[src/rtl/segfw_pkg.sv]
package segfw_pkg;
    typedef enum logic [1:0] {
        ST_IDLE,
        ST_ISSUE,
        ST_WAIT,
        ST_RESP
    } fw_state_e;

    localparam int NUM_SETS = 2;
endpackage

[src/rtl/segfw_decode.sv]
module segfw_decode #(
    parameter int NCOMP = 4,
    parameter int OFF_W = 10,
    parameter int OWN_ID = 2,
    parameter int PAW = 16,
    parameter logic [PAW-1:0] SET_BASE = 16'h4000,
    localparam int SEG_W = (NCOMP > 1) ? $clog2(NCOMP) : 1,
    localparam int AW = SEG_W + OFF_W
) (
    input  logic [AW-1:0]  addr,
    input  logic           write,
    output logic           denied,
    output logic [PAW-1:0] phys
);
    logic [SEG_W-1:0] seg_idx;
    logic [OFF_W-1:0] offset;

    always_comb begin
        seg_idx = addr[AW-1:OFF_W];
        offset  = addr[OFF_W-1:0];
        // writes only into the compartment's own segment
        denied  = write && (seg_idx != SEG_W'(OWN_ID));
        // set base + segment base + offset
        phys    = SET_BASE + (PAW'(seg_idx) << OFF_W) + PAW'(offset);
    end
endmodule

[src/rtl/segfw_route.sv]
module segfw_route (
    input  logic       il_bit,
    input  logic [1:0] fail,
    output logic       sel,
    output logic       none_ok
);
    always_comb begin
        none_ok = &fail;
        unique case (fail)
            2'b00:   sel = il_bit;  // interleave across both sets
            2'b01:   sel = 1'b1;    // set 0 failed
            2'b10:   sel = 1'b0;    // set 1 failed
            default: sel = 1'b0;    // both failed, unused
        endcase
    end
endmodule

[src/rtl/segfw_ctrl.sv]
module segfw_ctrl
    import segfw_pkg::*;
#(
    parameter int DW = 32,
    parameter int PAW = 16
) (
    input  logic            clk,
    input  logic            rst_n,
    input  logic            req_valid,
    output logic            req_ready,
    input  logic            req_write,
    input  logic [DW-1:0]   req_wdata,
    input  logic            denied,
    input  logic [PAW-1:0]  phys,
    input  logic            sel,
    input  logic            none_ok,
    input  logic [1:0]      set_fail,
    output logic            rsp_valid,
    input  logic            rsp_ready,
    output logic            rsp_err,
    output logic [DW-1:0]   rsp_rdata,
    output logic [1:0]      ms_valid,
    input  logic [1:0]      ms_ready,
    output logic            ms_write,
    output logic [PAW-1:0]  ms_addr,
    output logic [DW-1:0]   ms_wdata,
    input  logic [1:0]      ms_rsp_valid,
    output logic [1:0]      ms_rsp_ready,
    input  logic [1:0]      ms_rsp_err,
    input  logic [2*DW-1:0] ms_rsp_rdata
);
    fw_state_e      st, st_nx;
    logic           tgt_q;
    logic           wr_q;
    logic [PAW-1:0] addr_q;
    logic [DW-1:0]  wd_q;
    logic           err_q;
    logic [DW-1:0]  rd_q;
    logic           accept;
    logic           refuse;
    logic [DW-1:0]  sel_rdata;

    assign accept    = (st == ST_IDLE) && req_valid;
    assign refuse    = denied || none_ok;
    assign sel_rdata = tgt_q ? ms_rsp_rdata[2*DW-1:DW] : ms_rsp_rdata[DW-1:0];

    // state register and request/response latches
    always_ff @(posedge clk) begin
        if (!rst_n) begin
            st     <= ST_IDLE;
            tgt_q  <= 1'b0;
            wr_q   <= 1'b0;
            addr_q <= '0;
            wd_q   <= '0;
            err_q  <= 1'b0;
            rd_q   <= '0;
        end else begin
            st <= st_nx;
            if (accept) begin
                tgt_q  <= sel;
                wr_q   <= req_write;
                addr_q <= phys;
                wd_q   <= req_wdata;
                err_q  <= refuse;
                rd_q   <= '0;
            end
            if ((st == ST_WAIT) && ms_rsp_valid[tgt_q]) begin
                err_q <= ms_rsp_err[tgt_q];
                rd_q  <= sel_rdata;
            end
        end
    end

    // next-state logic
    always_comb begin
        st_nx = st;
        unique case (st)
            ST_IDLE:  if (req_valid) st_nx = refuse ? ST_RESP : ST_ISSUE;
            ST_ISSUE: if (ms_ready[tgt_q]) st_nx = ST_WAIT;
            ST_WAIT:  if (ms_rsp_valid[tgt_q]) st_nx = ST_RESP;
            ST_RESP:  if (rsp_ready) st_nx = ST_IDLE;
            default:  st_nx = ST_IDLE;
        endcase
    end

    // outputs
    always_comb begin
        req_ready    = (st == ST_IDLE);
        ms_valid     = (st == ST_ISSUE) ? (2'b01 << tgt_q) : 2'b00;
        ms_rsp_ready = (st == ST_WAIT) ? (2'b01 << tgt_q) : 2'b00;
        ms_write     = wr_q;
        ms_addr      = addr_q;
        ms_wdata     = wd_q;
        rsp_valid    = (st == ST_RESP);
        rsp_err      = err_q;
        rsp_rdata    = rd_q;
    end

    // refused request answers with error next cycle, nothing issued
    a_r4_refused_errs: assert property (@(posedge clk) disable iff (!rst_n)
        (req_valid && req_ready && refuse) |=> (rsp_valid && rsp_err && ms_valid == 2'b00));

    a_r7_all_failed: assert property (@(posedge clk) disable iff (!rst_n)
        (req_valid && req_ready && (&set_fail)) |=> (rsp_valid && rsp_err));

    // a forwarded request never targets a set flagged failed at acceptance
    a_r6_no_failed_target: assert property (@(posedge clk) disable iff (!rst_n)
        (req_valid && req_ready && !refuse) |=> ((ms_valid & $past(set_fail)) == 2'b00));

    // stalled request is held stable
    a_r8_hold_while_stalled: assert property (@(posedge clk) disable iff (!rst_n)
        ((ms_valid & ~ms_ready) != 2'b00) |=> ($stable(ms_valid) && $stable(ms_addr)));

    // at most one set addressed
    a_r5_one_set: assert property (@(posedge clk) disable iff (!rst_n)
        $onehot0(ms_valid));

    // no new request while a response is pending
    a_r9_single_outstanding: assert property (@(posedge clk) disable iff (!rst_n)
        (rsp_valid || ms_valid != 2'b00) |-> !req_ready);

    a_r9_rsp_hold: assert property (@(posedge clk) disable iff (!rst_n)
        (rsp_valid && !rsp_ready) |=> (rsp_valid && $stable(rsp_rdata) && $stable(rsp_err)));
endmodule

[src/rtl/seg_firewall.sv]
module seg_firewall #(
    parameter int NCOMP = 4,
    parameter int OFF_W = 10,
    parameter int OWN_ID = 2,
    parameter int DW = 32,
    parameter int PAW = 16,
    parameter logic [PAW-1:0] SET_BASE = 16'h4000,
    parameter int IL_BIT = 3,
    localparam int SEG_W = (NCOMP > 1) ? $clog2(NCOMP) : 1,
    localparam int AW = SEG_W + OFF_W
) (
    input  logic            clk,
    input  logic            rst_n,
    input  logic            req_valid,
    output logic            req_ready,
    input  logic            req_write,
    input  logic [AW-1:0]   req_addr,
    input  logic [DW-1:0]   req_wdata,
    output logic            rsp_valid,
    input  logic            rsp_ready,
    output logic            rsp_err,
    output logic [DW-1:0]   rsp_rdata,
    input  logic [1:0]      set_fail,
    output logic [1:0]      ms_valid,
    input  logic [1:0]      ms_ready,
    output logic            ms_write,
    output logic [PAW-1:0]  ms_addr,
    output logic [DW-1:0]   ms_wdata,
    input  logic [1:0]      ms_rsp_valid,
    output logic [1:0]      ms_rsp_ready,
    input  logic [1:0]      ms_rsp_err,
    input  logic [2*DW-1:0] ms_rsp_rdata
);
    logic           denied;
    logic [PAW-1:0] phys;
    logic           sel;
    logic           none_ok;

    segfw_decode #(
        .NCOMP(NCOMP), .OFF_W(OFF_W), .OWN_ID(OWN_ID),
        .PAW(PAW), .SET_BASE(SET_BASE)
    ) u_decode (
        .addr(req_addr), .write(req_write), .denied(denied), .phys(phys)
    );

    segfw_route u_route (
        .il_bit(req_addr[IL_BIT]), .fail(set_fail), .sel(sel), .none_ok(none_ok)
    );

    segfw_ctrl #(.DW(DW), .PAW(PAW)) u_ctrl (
        .clk(clk), .rst_n(rst_n),
        .req_valid(req_valid), .req_ready(req_ready),
        .req_write(req_write), .req_wdata(req_wdata),
        .denied(denied), .phys(phys), .sel(sel), .none_ok(none_ok),
        .set_fail(set_fail),
        .rsp_valid(rsp_valid), .rsp_ready(rsp_ready),
        .rsp_err(rsp_err), .rsp_rdata(rsp_rdata),
        .ms_valid(ms_valid), .ms_ready(ms_ready),
        .ms_write(ms_write), .ms_addr(ms_addr), .ms_wdata(ms_wdata),
        .ms_rsp_valid(ms_rsp_valid), .ms_rsp_ready(ms_rsp_ready),
        .ms_rsp_err(ms_rsp_err), .ms_rsp_rdata(ms_rsp_rdata)
    );
endmodule

[config.mk]
export PLATFORM = sky130hd
export DESIGN_NAME = seg_firewall
export DESIGN_NICKNAME = d
export VERILOG_FILES = /design/src/rtl/segfw_pkg.sv /design/src/rtl/segfw_decode.sv /design/src/rtl/segfw_route.sv /design/src/rtl/segfw_ctrl.sv /design/src/rtl/seg_firewall.sv
export SDC_FILE = /design/constraint.sdc
export NUM_CORES = 1
export LEC_CHECK = 0
export ABC_CLOCK_PERIOD_IN_PS = 3590
export BUFFER_PORTS_ARGS = -buffer_cell sky130_fd_sc_hd__buf_2
export CAP_MARGIN = 10
export CORE_ASPECT_RATIO = 1.1
export CORE_MARGIN = 4
export CORE_UTILIZATION = 45
export DETAILED_ROUTE_END_ITERATION = 8
export HOLD_SLACK_MARGIN = 0.06
export PLACE_DENSITY = 0.82
export SETUP_SLACK_MARGIN = 0.5
export SYNTH_ARGS = -nofsm -noshare
export SYNTH_HDL_FRONTEND = slang
export SYNTH_SLANG_ARGS = --single-unit
[constraint.sdc]
create_clock -name clk -period 3.59 [get_ports clk]
set_input_delay 0.359 -clock clk [delete_from_list [all_inputs] [get_ports clk]]
set_output_delay 0.359 -clock clk [all_outputs]
set_load 0.005 [all_outputs]
==> results.md, run 1 <==
* Synthesized area at ~0.0037 mm^2
* First-pass GRT wire length at 15200 um
* Hold Vio Cnt, Final at 0
* Leakage power at 0.00246 uW
* Total Power at 2610 uW
* Top layer reached by signal wires: met4
* Critical Path Source Type: register
* DR iter-0 viols at 122
* Top-level port count at around 210
* Vias in the first global route at 3342
* Yosys top cell by area: dfxtp_1
* Max Fanout on Critical Path at 29
* Clock sink total at 82
* Cell-internal power at 1790 uW
* Top post-synthesis cells by count: nand2_1 (93), dfxtp_1 (82), a21boi_0 (45)
* Worst VDD drop at 264 uV
* Largest net degree at the start of global routing at 67
* DRC at 0
* Most common cell in the synthesized netlist: nand2_1
* Worst EP required at roughly 3800 ps
* Synth top area cells: dfxtp_1 (45%), mux2i_1 (9.6%), nand2_1 (9.5%), a21boi_0 (9.2%), o21a_1 (6.8%)
* Worst-skew pair later-pin latency at 330 ps
* Die width at approximately 94 um
* Fin crit share at 59.5%
* Die height at 103 um
* FFs w/ async S/R, synth at 0%
* Slew headroom at 45.9%
* Status: finished, final reports clean
* Distinct cell type count after synthesis at 25
* Combinational fraction of design power at 30.0%
* Multi-input logic area at ~0.0018 mm^2
* WL met1 at 3810 um
* Final min period at ~2100 ps
* Initial Utilization at 46.3%
* PnR worst setup slack at about 1500 ps
* FP Rows at 34
* DRT Wirelength at 9770 um
* Max Freq at ~470 MHz
* Max Clock Skew at 8.48 ps
* Core Area at 0.00791 mm^2
* CTS max path bufs at 2
* # diodes at 0
* Dpl ws at 1460 ps
* # Max-Cap Violations at 0
* Register bit total from synthesis at 82
* Initial antenna violation count at 0
* Resized Gates After CTS at 0
* Die area at 0.00966 mm^2
* Layout Cells excl Fill at roughly 700
* Post-CTS setup repair buffer count at 0
* Worst Setup End Kind: register
* Max-slew violations at 0
* Routed vias/inst at 4.89
* Mean Syn Cell Area at around 8.7 um^2
* Congestion Overflow GR at 0
* Seq pwr share at 43.1%
* Placed Cells at 704
* Post-synth EDFFs at 0
* Antenna viol nets, final at 0
* Share of cells above drive strength 1 at roughly 37%
* Post-DP HPWL at between 7000 and 8000 um
* IO buf count at 205
* CP Data Arrival Time at 2380 ps
* Met3 WL at between 500 and 600 um
* Metal2 WL at 5060 um
* Total number of vias at 3520
* Synth warnings at 0
* Sw frac at a little under a third
* Routability cong. at 0.721
* First-pass DRT Iterations at 4
* PD cells at 532 mW/mm^2
* H-tree levels at 3
* Worst Tran Pin Value at 812 ps
* WL per Instance at 13.6 um
* RSZ-0062 raised after global routing: false
* Crit path kind: reg2reg
* Register area share after synthesis at 44.8%
* FF+latch area at 0.00164 mm^2
* Worst min path class: in2reg
* Fillers at 746
* Nets@finish at 732
* Most used flip-flop cell after synthesis: dfxtp_1
* CTS root buffer: clkbuf_8
* Final setup vio count at 0
* Inserted Clock Buffers at 9
* Setup TNS at 0 ps
* Gr usage total at 19.6%
* Sw Pwr at 817 uW
* CTS hold repair buffers at 0
* Area growth, synth to finish at 33.5%
* Clk slew on worst S/H paths at ~80 ps
* Utilization of the core after routing at 61.9%
* Clock share of power at 26.9%
* Synth Instances at 422
* CTS tree: done
* Post-synth top area share at 44.8%
==> layer usage <==
metal / up-vias / track usage [%]
li1: 1767 / -
met1: 1618 / 22.1
met2: 109 / 34.8
met3: 26 / 4.23
met4: 0 / 10.1
met5: - / 0
==> through the flow <==
step	instance area (um^2)	hold WS (ps)
5_1_grt	4900	249
2_1_floorplan	3670	460
6_report	4900	269
3_5_place_dp	4690	456
4_1_cts	4900	248
3_3_place_gp	4690	450
==> state kept, by name (all words and copies together), names as in the netlist <==
register          count
u_ctrl.st             2
u_ctrl.tgt_q          1
u_ctrl.rsp_rdata     32
u_ctrl.ms_wdata      32
u_ctrl.rsp_err        1
u_ctrl.ms_addr       13
u_ctrl.ms_write       1
==> final timing paths <==
check	start	end	slack, ps	cells after the start
setup / recovery	u_ctrl.st[0]$_SDFFE_PN0P_	u_ctrl.ms_addr[2]$_SDFFE_PN0P_	1450	6
hold / removal	req_addr[8]	u_ctrl.ms_addr[8]$_SDFFE_PN0P_	270	3
setup reg to reg	u_ctrl.st[0]$_SDFFE_PN0P_	u_ctrl.ms_addr[2]$_SDFFE_PN0P_	1450	6
hold reg to reg	u_ctrl.ms_addr[9]$_SDFFE_PN0P_	u_ctrl.ms_addr[9]$_SDFFE_PN0P_	470	2
==> area by class of cell <==
type | count | share of cell area (%)
Timing Repair Buffer | 209 | 21.8
Multi-Input combinational cell | 300 | 37.2
Inverter | 5 | 0.383
Sequential cell | 82 | 33.5
Clock inverter | 5 | 1.61
Tap cell | 108 | 2.76
Clock buffer | 11 | 2.68
==> critical path, cell delays in order, from the launching register on <==
cell and delay [ps]:
dfxtp_1 340, inv_1 110, ha_1 300, and2_1 610
buf_4 420, nand2_1 100, a21boi_0 170
==> power by group through the flow <==
stage                     logic [uW]  clock network (uW)  registers, uW
after floorplan                  474                   0           1150
after global placement           769                   0           1140
after detailed placement         795                   0           1140
after CTS                        796                 722           1120
after global routing             888                 766           1140
final                            783                 702           1120
==> logic make-up (layout without fill, tap and decap cells) <==
kind of cell | Yosys count | after routing | share of synthesized area [%]
and+or+nand+nor | 168 | 168 | 20.2
AOI/OAI and AO/OA | 89 | 89 | 17.9
DFF | 82 | 82 | 44.8
buffers and inverters | 42 | 230 | 5.83
muxes | 36 | 36 | 9.86
adders and majority gates | 4 | 4 | 1.36
other | 1 | 3 | 0.102
==> placed cells by master (no fill, tap or decap), types with 4 or more instances in the layout <==
cell type	instances
a21boi_0	45
and2_1	4
and3_1	32
buf_2	205
clkbuf_8	9
dfxtp_1	81
ha_1	4
inv_1	5
mux2i_1	35
nand2_1	92
nor2_1	34
o21a_1	33
Note: power is estimated with default switching activity, not from simulation.
==> run 2, diff against run 1 <==
- ABC_CLOCK_PERIOD_IN_PS: 3590 -> 2100
- CORE_UTILIZATION: 45 -> 44
- PLACE_DENSITY: 0.82 -> 0.8
- clock period: 3.59 -> 2.1 ns (I/O delays scaled with it)
==> run 2 against run 1 <==
Against the previous run:
- clock-buffer cell count up 1
- critical path depth down 2
- die area grew 2.1%
- sequential power rose by 72%
- combinational power is 98% higher
- non-clock buffer count rose by 9
- setup slack worse by 860 ps
- largest power group unchanged
==> results.md, run 2 (synthesis results as in run 1) <==
* Top-level port count at 209
* Final setup vio count at 0
* Share of cells above drive strength 1 at a little over 40%
* Placed Cells at 708
* DR iter-0 viols at 112
* Setup TNS at 0 ps
* Worst VDD drop at 474 uV
* Largest net degree at the start of global routing at 40
* # Max-Cap Violations at 0
* Gr usage total at 20.2%
* CTS root buffer: clkbuf_8
* Max-slew violations at 0
* Met3 Use GR at between 4 and 5%
* Area growth, synth to finish at 38.8%
* DRT Wirelength at 10300 um
* Congestion Overflow GR at 0
* Status: finished, final reports clean
* CP Data Arrival Time at 1300 ps
* PD cells at 915 mW/mm^2
* Clock sink total at 82
* Inserted Clock Buffers at 9
* DRC at 0
* H-tree levels at 3
* Most common cell after layout, fill and taps aside: buf_2
* Nets@finish at about 740
* Crit path cell chain: inv_2 > ha_4 > nor2b_2 > buf_2
* Critical Path Source Type: register
* Antenna viol nets, final at 0
* Setup crit start: u_ctrl.st[0]$_SDFFE_PN0P_
* IO buf count at just over 200
* Leakage power at 0.00255 uW
* Die area at 0.00986 mm^2
* Clk slew on worst S/H paths at about 80 ps
* CTS tree: done
* RSZ-0062 raised after global routing: false
* First-pass DRT Iterations at 4
* Die width at 95.0 um
* Total number of vias at roughly 3600
* Core Area at 0.00800 mm^2
* Die height at 104 um
* Slowest library cell on the worst path: dfxtp_1
* CTS max path bufs at 2
* Vias in the first global route at approximately 3300
* # diodes at 0
* Max Fanout on Critical Path at 8
* Routed vias/inst at 4.86
* WL per Instance at ~14 um
* Post-DP HPWL at 7520 um
* Worst R2R Start: u_ctrl.tgt_q$_SDFFE_PN0P_
* Hold Vio Cnt, Final at 0
* Final min period at about 1500 ps
* Routability cong. at 0.738
* Max Clock Skew at ~8.8 ps
* FP Rows at 34
* Worst min path class: in2reg
* Initial antenna violation count at 0
* Worst Setup End Kind: output port
* Max Freq at 663 MHz
* Met1 usage at 24.1%
* Layout Cells excl Fill at 732
* Fin crit share at a little over 70%
* First-pass GRT wire length at ~16000 um
* Initial Utilization at 45.9%
* CP max stage delay at 380 ps
* CTS hold repair buffers at 0
* Worst hold margin at roughly 110 ps
* Crit path kind: reg2out
* Hold_sp: req_addr[7]
* Utilization of the core after routing at between 60% and 70%
* Worst EP required at roughly 1900 ps
* Most frequent cells in the layout: buf_2 (205), nand2_1 (92), dfxtp_1 (80), a21boi_0 (45)
* Global-route met2 utilization at between 30% and 40%
* Worst-skew pair later-pin latency at about 340 ps
* Most used routing layer: met2
[run 2: power breakdown]
part	switching (uW)	internal [uW]
clock network	537	646
logic	816	734
registers	124	1800
total	1480	3180
[run 2: worst paths after layout]
| check | endpoint | slack [ps] | cells past startpoint |
|---|---|---|---|
| worst min-delay path | u_ctrl.ms_addr[7]$_SDFFE_PN0P_ | 110 | 3 |
| worst min register to register | u_ctrl.ms_wdata[15]$_SDFFE_PN0P_ | 460 | 2 |
| worst max-delay path | ms_rsp_ready[0] | 590 | 4 |
| worst max register to register | u_ctrl.rsp_rdata[22]$_SDFFE_PN0P_ | 630 | 4 |
[run 2: metal layers]
layer | vias up | share of wire (%)
met4 | 0 | 2.4
met1 | 1627 | 41
met5 | - | 0
li1 | 1794 | -
met3 | 20 | 5.9
met2 | 114 | 51
[run 2: through the flow]
| stage | instance area, um^2 | setup slack, ps | total power, uW |
|---|---|---|---|
| 3_5_place_dp | 4740 | 331 | 3370 |
| 6_report | 5090 | 593 | 4660 |
| 5_1_grt | 5090 | 505 | 4990 |
| 3_3_place_gp | 4740 | 423 | 3310 |
| 4_1_cts | 5010 | 476 | 4630 |
| 2_1_floorplan | 3670 | 594 | 2780 |
[run 2: critical path, delay by kind of cell, from the launching register on]
family | cells | cell delay (ps)
flops | 1 | 380
buf+inv | 2 | 220
fa+ha+maj | 1 | 200
simple gates | 1 | 160
[run 2: final cells by class]
class / instances / area (um^2)
tap: 108 / 135
timing repair buffer: 218 / 1170
inverter: 5 / 18.8
sequential: 82 / 1650
clock buffer: 12 / 165
fill: 747 / 2910
multi-input combinational: 303 / 1900
clock inverter: 4 / 48.8
[run 2: what timing repair did]
action / 4_1_cts / 5_1_grt
endpoints found under the setup margin: 60 / 83
gates resized for setup: 7 / 11
buffers inserted: 2 / 3
pin swaps: 1 / 1
cloned: 1 / 2
